==> src/rtl/ls_lane_pkg.sv <==
package ls_lane_pkg;

    localparam int unsigned XLEN  = 32;
    localparam int unsigned DISPW = 16;

    typedef enum logic [1:0] {
        SZ_BYTE = 2'd0,
        SZ_HALF = 2'd1,
        SZ_WORD = 2'd2,
        SZ_RSVD = 2'd3
    } acc_size_e;

endpackage

==> src/rtl/ls_ea_gen.sv <==
module ls_ea_gen #(
    parameter int unsigned AW = 32,
    parameter int unsigned OW = 16
) (
    input  logic [AW-1:0] base_i,
    input  logic [OW-1:0] disp_i,
    output logic [AW-1:0] ea_o
);
    localparam int unsigned EXTW = AW - OW;

    logic [AW-1:0] disp_ext;

    always_comb begin
        disp_ext = {{EXTW{disp_i[OW-1]}}, disp_i};
        ea_o     = base_i + disp_ext;
    end

endmodule

==> src/rtl/ls_store_steer.sv <==
module ls_store_steer
    import ls_lane_pkg::*;
#(
    parameter int unsigned DW = 32
) (
    input  acc_size_e        size_i,
    input  logic [$clog2(DW/8)-1:0] lo_i,
    input  logic [DW-1:0]    src_i,
    output logic [DW/8-1:0]  be_o,
    output logic [DW-1:0]    wdata_o,
    output logic             misalign_o
);
    localparam int unsigned NL = DW / 8;
    localparam int unsigned LB = $clog2(NL);

    logic [DW/8-1:0] be_raw;

    // misalignment
    always_comb begin
        unique case (size_i)
            SZ_BYTE: misalign_o = 1'b0;
            SZ_HALF: misalign_o = lo_i[0];
            SZ_WORD: misalign_o = (lo_i != '0);
            default: misalign_o = 1'b1;
        endcase
    end

    // lane enables: big-endian lane k sits in be bit NL-1-k
    always_comb begin
        be_raw = '0;
        for (int k = 0; k < NL; k++) begin
            unique case (size_i)
                SZ_BYTE: be_raw[NL-1-k] = (LB'(k) == lo_i);
                SZ_HALF: be_raw[NL-1-k] = (LB'(k >> 1) == (lo_i >> 1));
                default: be_raw[NL-1-k] = 1'b1;
            endcase
        end
        be_o = misalign_o ? '0 : be_raw;
    end

    // replicated write data per lane
    always_comb begin
        wdata_o = '0;
        for (int k = 0; k < NL; k++) begin
            unique case (size_i)
                SZ_BYTE: wdata_o[DW-1-8*k -: 8] = src_i[7:0];
                SZ_HALF: wdata_o[DW-1-8*k -: 8] = (k % 2 == 0) ? src_i[15:8] : src_i[7:0];
                default: wdata_o[DW-1-8*k -: 8] = src_i[DW-1-8*k -: 8];
            endcase
        end
    end

endmodule

==> src/rtl/ls_load_extract.sv <==
module ls_load_extract
    import ls_lane_pkg::*;
#(
    parameter int unsigned DW = 32
) (
    input  acc_size_e        size_i,
    input  logic             zext_i,
    input  logic [$clog2(DW/8)-1:0] lo_i,
    input  logic [DW-1:0]    word_i,
    output logic [DW-1:0]    data_o
);
    localparam int unsigned NL = DW / 8;
    localparam int unsigned LB = $clog2(NL);

    logic [7:0]  sel_b;
    logic [15:0] sel_h;
    logic        fill;

    always_comb begin
        sel_b = '0;
        sel_h = '0;
        for (int k = 0; k < NL; k++) begin
            if (LB'(k) == lo_i) begin
                sel_b = word_i[DW-1-8*k -: 8];
            end
            if ((k % 2 == 0) && (LB'(k >> 1) == (lo_i >> 1))) begin
                sel_h = word_i[DW-1-8*k -: 16];
            end
        end
    end

    always_comb begin
        unique case (size_i)
            SZ_BYTE: begin
                fill   = ~zext_i & sel_b[7];
                data_o = {{(DW-8){fill}}, sel_b};
            end
            SZ_HALF: begin
                fill   = ~zext_i & sel_h[15];
                data_o = {{(DW-16){fill}}, sel_h};
            end
            default: begin
                fill   = 1'b0;
                data_o = word_i;
            end
        endcase
    end

endmodule

==> src/rtl/ls_lane_align.sv <==
module ls_lane_align
    import ls_lane_pkg::*;
#(
    parameter int unsigned DW = XLEN,
    parameter int unsigned OW = DISPW
) (
    input  logic            clk,
    input  logic            rst_n,
    input  logic            req_valid,
    input  logic            req_store,
    input  logic [1:0]      req_size,
    input  logic            req_unsigned,
    input  logic [DW-1:0]   req_base,
    input  logic [OW-1:0]   req_offset,
    input  logic [DW-1:0]   req_wdata,
    input  logic [DW-1:0]   mem_rdata,
    output logic [DW-1:0]   mem_addr,
    output logic [DW/8-1:0] mem_be,
    output logic [DW-1:0]   mem_wdata,
    output logic            mem_we,
    output logic            mem_re,
    output logic            align_err,
    output logic            ld_valid,
    output logic [DW-1:0]   ld_data
);
    localparam int unsigned NL = DW / 8;
    localparam int unsigned LB = $clog2(NL);

    typedef struct packed {
        logic [DW-1:0] addr;
        logic [NL-1:0] be;
        logic [DW-1:0] wdata;
        logic          we;
        logic          re;
        logic          err;
        logic          pend;
        acc_size_e     psize;
        logic          pzext;
        logic [LB-1:0] plo;
        logic          ldv;
        logic [DW-1:0] ldd;
    } lane_st_t;

    lane_st_t st_d, st_q;

    acc_size_e     size_in;
    logic [DW-1:0] ea;
    logic [NL-1:0] be_c;
    logic [DW-1:0] wd_c;
    logic          mis_c;
    logic [DW-1:0] ext_c;

    assign size_in = acc_size_e'(req_size);

    ls_ea_gen #(.AW(DW), .OW(OW)) u_ea (
        .base_i (req_base),
        .disp_i (req_offset),
        .ea_o   (ea)
    );

    ls_store_steer #(.DW(DW)) u_steer (
        .size_i     (size_in),
        .lo_i       (ea[LB-1:0]),
        .src_i      (req_wdata),
        .be_o       (be_c),
        .wdata_o    (wd_c),
        .misalign_o (mis_c)
    );

    ls_load_extract #(.DW(DW)) u_ext (
        .size_i (st_q.psize),
        .zext_i (st_q.pzext),
        .lo_i   (st_q.plo),
        .word_i (mem_rdata),
        .data_o (ext_c)
    );

    always_comb begin
        st_d      = st_q;
        st_d.be   = '0;
        st_d.we   = 1'b0;
        st_d.re   = 1'b0;
        st_d.err  = 1'b0;
        st_d.pend = 1'b0;
        st_d.ldv  = 1'b0;

        if (req_valid) begin
            st_d.addr  = ea;
            st_d.wdata = wd_c;
            st_d.err   = mis_c;
            if (!mis_c) begin
                st_d.be   = be_c;
                st_d.we   = req_store;
                st_d.re   = ~req_store;
                st_d.pend = ~req_store;
            end
            st_d.psize = size_in;
            st_d.pzext = req_unsigned;
            st_d.plo   = ea[LB-1:0];
        end

        if (st_q.pend) begin
            st_d.ldv = 1'b1;
            st_d.ldd = ext_c;
        end
    end

    always_ff @(posedge clk or negedge rst_n) begin
        if (!rst_n) begin
            st_q <= '0;
        end else begin
            st_q <= st_d;
        end
    end

    assign mem_addr  = st_q.addr;
    assign mem_be    = st_q.be;
    assign mem_wdata = st_q.wdata;
    assign mem_we    = st_q.we;
    assign mem_re    = st_q.re;
    assign align_err = st_q.err;
    assign ld_valid  = st_q.ldv;
    assign ld_data   = st_q.ldd;

    AST_ERR_BLOCKS_STROBES: assert property (@(posedge clk) disable iff (!rst_n)
        align_err |-> (!mem_we && !mem_re && mem_be == '0));

    AST_STROBES_EXCLUSIVE: assert property (@(posedge clk) disable iff (!rst_n)
        !(mem_we && mem_re));

    AST_WRITE_LANE_COUNT: assert property (@(posedge clk) disable iff (!rst_n)
        mem_we |-> ($countones(mem_be) == 1 || $countones(mem_be) == 2
                    || $countones(mem_be) == NL));

    AST_FULL_WORD_ALIGNED: assert property (@(posedge clk) disable iff (!rst_n)
        (mem_be == '1) |-> (mem_addr[LB-1:0] == '0));

    AST_HALF_PAIR_ALIGNED: assert property (@(posedge clk) disable iff (!rst_n)
        ($countones(mem_be) == 2) |-> (mem_addr[0] == 1'b0));

    AST_READ_GIVES_RESULT: assert property (@(posedge clk) disable iff (!rst_n)
        mem_re |=> ld_valid);

    AST_RESULT_NEEDS_READ: assert property (@(posedge clk) disable iff (!rst_n)
        ld_valid |-> $past(mem_re));

    AST_RESULT_HELD: assert property (@(posedge clk) disable iff (!rst_n)
        !ld_valid |-> $stable(ld_data));

endmodule

==> config.mk <==
export PLATFORM = sky130hd
export DESIGN_NAME = ls_lane_align
export DESIGN_NICKNAME = d
export VERILOG_FILES = /design/src/rtl/ls_lane_pkg.sv /design/src/rtl/ls_ea_gen.sv /design/src/rtl/ls_store_steer.sv /design/src/rtl/ls_load_extract.sv /design/src/rtl/ls_lane_align.sv
export SDC_FILE = /design/constraint.sdc
export NUM_CORES = 1
export LEC_CHECK = 0
export BUFFER_PORTS_ARGS = -buffer_cell sky130_fd_sc_hd__buf_4
export CELL_PAD_IN_SITES_DETAIL_PLACEMENT = 0
export CELL_PAD_IN_SITES_GLOBAL_PLACEMENT = 2
export CORE_MARGIN = 4
export CORE_UTILIZATION = 36
export CTS_CLUSTER_DIAMETER = 30
export CTS_CLUSTER_SIZE = 16
export DETAILED_ROUTE_END_ITERATION = 6
export GPL_ROUTABILITY_DRIVEN = 1
export PLACE_DENSITY_LB_ADDON = 0.08
export SLEW_MARGIN = 20
export SYNTH_ARGS = -nofsm -noshare
export SYNTH_HDL_FRONTEND = slang
export SYNTH_HIERARCHICAL = 1
export SYNTH_SLANG_ARGS = --single-unit
==> constraint.sdc <==
create_clock -name clk -period 4.28 [get_ports clk]
set_input_delay 0.428 -clock clk [delete_from_list [all_inputs] [get_ports clk]]
set_output_delay 0.428 -clock clk [all_outputs]
set_load 0.03 [all_outputs]
==> impl_metrics.tcl <==
set metrics [dict create \
    fin_crit_sh 0.653 \
    grt_max_degree 56 \
    die_h_um 159 \
    io_pins 223 \
    synthDistinctLibCells 76 \
    yosysSeqAreaShare 0.328 \
    critPathArrivalTime_ps 3040 \
    gp_congestion 0.833 \
    instances_no_fill 1129 \
    final-hold-violation-count 0 \
    avgSynthCellArea_sq_um 10.8 \
    post_drt_wl_per_cell_um 19.0 \
    antenna_found_initial 0 \
    drive_gt1_frac 0.455 \
    htreeDepth 3 \
    dr_total_vias 5835 \
    row_count 54 \
    antenna_cells 0 \
    finalSetupViolations 0 \
    skew_ps 12.2 \
    ant_nets 0 \
    first_pass_iters 5 \
    cts_root_buffer "clkbuf_16" \
    cell_internal_pwr_w 0.00260 \
    clock_path_buffers 2 \
    max_slew.worst_pin.slew_ps 1030 \
    drt_iter0_drc 277 \
    grt_pass1_vias 5937 \
    synth_edf_count 0 \
    sw_frac_of_total 0.380 \
    drc_errors 0 \
    clkLatencyLatePin_ps 360 \
    seqPwrFrac 0.337 \
    critPathMaxFanout 4 \
    synth_fp_nets 909 \
    rsz0062_at_grt "no" \
    final_nets 995 \
    path_clk_slew_ps 70 \
    grt_overflow 0 \
    grt_usage 0.165 \
    dp_hpwl_um 16400 \
    start_kind "primary input" \
    die_x_um 159 \
    vias_per_cell 5.17 \
    synthCells 758 \
    synth_flop_cell "dfrtp_1" \
    cap_violations 0 \
    timing.hold.ws_ps 235 \
    setup-tns-final_ps 0 \
    p_sw_w 0.00160 \
    clock_sinks 107 \
    async_flop_share 1.00 \
    dieArea_sq_um 25100 \
    clock.fmax_ghz 0.358 \
    synth-seq-cells 107 \
    maxSlewViolCount 0 \
    cts_hold_buf 1 \
    routed_wl_um 21500 \
    peakVddDrop_uv 207 \
    fin_crit_ps 2800 \
    post_cts_buffers 0 \
    worst_setup_path_end_kind "register" \
    core_area_sq_um 22000 \
    p_clk_frac 0.227 \
    dp_cells 1112 \
    p_leak_nw 4.48 \
    ctsResizeCount 0 \
    hold_class "primary input to register" \
    critical_path_class "primary input to register" \
    tritoncts "yes" \
    powerDensity_nw_per_um2 446 \
    status "finished clean" \
    synth_area_sq_um 8160 \
    crit_required_ps 4520 \
    grt_pass1_wl_um 32800 \
    portBuffers 222 \
    syn_to_final_growth_pct 15.5 \
    power_w 0.00420 \
    cts_buffers 9 \
    yosys_warnings 6 \
    relSlewSlack 0.311 \
    start_util 0.370 \
    combPwrFrac 0.436 \
]
## metal layers
layer / global-route usage / wire length [um] / up-vias / part of all wire
met2: 0.277 / 10500 / 176 / 0.49
met1: 0.222 / 9480 / 2818 / 0.44
met5: 0 / 0 / - / 0
met4: 0.0520 / 393 / 0 / 0.018
met3: 0.0228 / 1130 / 22 / 0.053
li1: - / - / 2819 / -
## layout by cell type (no fill, tap or decap), types with 3 or more instances in the layout
cell,synthesis,final
o21ai_1,7,7
mux2_2,58,58
inv_1,10,10
mux2_4,53,53
o21ai_0,21,21
nor2_1,26,26
clkbuf_16,0,9
a22o_2,7,7
o22ai_1,8,8
nor3_1,6,6
nor2b_1,5,5
a21o_1,19,19
mux2i_1,12,12
and3b_1,5,5
xnor2_1,13,13
or2_2,6,6
ha_1,31,31
mux2_1,7,7
xor2_1,16,16
a211oi_1,10,10
nand3_1,10,10
dfrtp_1,107,107
o21bai_1,4,4
a21oi_1,59,59
a221o_1,7,7
o21a_1,3,3
mux4_2,6,6
buf_4,112,226
nand2b_1,4,4
nand4_1,8,8
nand2_1,26,26
a31oi_1,3,3
o211ai_1,3,3
## through the flow
| stage | setup slack, ps | utilization | cell area (sq um) |
|---|---|---|---|
| floorplan | 1640 | - | 8160 |
| global placement | 1220 | 0.412 | 9070 |
| CTS | 1500 | 0.428 | 9420 |
| finish | 1480 | 0.428 | 9420 |
| global route | 1370 | 0.428 | 9420 |
| detailed placement | 1110 | 0.412 | 9070 |
## worst paths after layout
check	startpoint	end	slack (ps)	cells after the start
setup / recovery	req_base[0]	mem_addr[26]	1480	11
hold / removal	req_store	st_q[38]	240	2
setup reg to reg	mem_addr[1]	ld_data[20]	1890	4
hold reg to reg	st_q[38]	ld_valid	380	0
max in group asynchronous	rst_n	mem_wdata[7]	2760	3
min in group asynchronous	rst_n	ld_data[19]	480	2
## logic make-up (layout without fill, tap and decap cells)
kind of cell               after synthesis  after routing  synth area share
adders and majority gates               32             32            0.0500
AOI/OAI and AO/OA                      179            179             0.154
xor gates and xnor gates                29             29            0.0311
buffers and inverters                  163            254             0.144
and+or+nand+nor                        112            112            0.0738
muxes                                  136            136             0.219
DFF                                    107            107             0.328
## final cells by class
cell class	count	area (sq um)
Inverter	11	41.3
Sequential cell	107	2680
Clock inverter	6	96.3
Clock buffer	10	239
Timing Repair Buffer	227	1710
Fill cell	2142	12600
Multi-Input combinational cell	488	4310
Tap cell	280	350
## cells in the mapped netlist (4+ instances only)
cell	number	area, sq um
buf_4	112	841
dfrtp_1	107	2680
a21oi_1	59	295
mux2_2	58	653
mux2_4	53	796
ha_1	31	388
nand2_1	26	97.6
nor2_1	26	97.6
o21ai_0	21	105
a21o_1	19	143
xor2_1	16	140
buf_6	14	158
xnor2_1	13	114
clkbuf_1	12	45.0
mux2i_1	12	120
buf_2	11	55.1
a211oi_1	10	75.1
inv_1	10	37.5
nand3_1	10	50.1
nand4_1	8	50.1
o22ai_1	8	50.1
a221o_1	7	70.1
a22o_2	7	70.1
mux2_1	7	78.8
o21ai_1	7	35.0
mux4_2	6	135
nor3_1	6	30.0
or2_2	6	37.5
and3b_1	5	43.8
nor2b_1	5	31.3
nand2b_1	4	25.0
o21bai_1	4	30.0
## worst max-delay path, stage by stage
cell      delay [ps]
buf_4            110
ha_1             260
fa_1             420
a21o_1           220
a31o_2           280
nand3_1           90
o221ai_1         280
a311oi_1         410
o21bai_1         130
xor2_1           150
mux2_2           260
## sequential cells by signal, indices dropped and copies added (netlist names)
signal / cells
ld_valid: 1
mem_we: 1
align_err: 1
mem_addr: 32
st_q: 4
mem_wdata: 32
mem_be: 4
ld_data: 32
## power by group through the flow
stage               logic (W)  registers (W)  clock network, W
floorplan             0.00159        0.00136                 0
global placement      0.00183        0.00143                 0
detailed placement    0.00184        0.00144                 0
CTS                   0.00185        0.00142          0.000996
global route          0.00196        0.00145           0.00103
finish                0.00183        0.00142          0.000954
No activity file was read; power rests on OpenSTA's default activity.
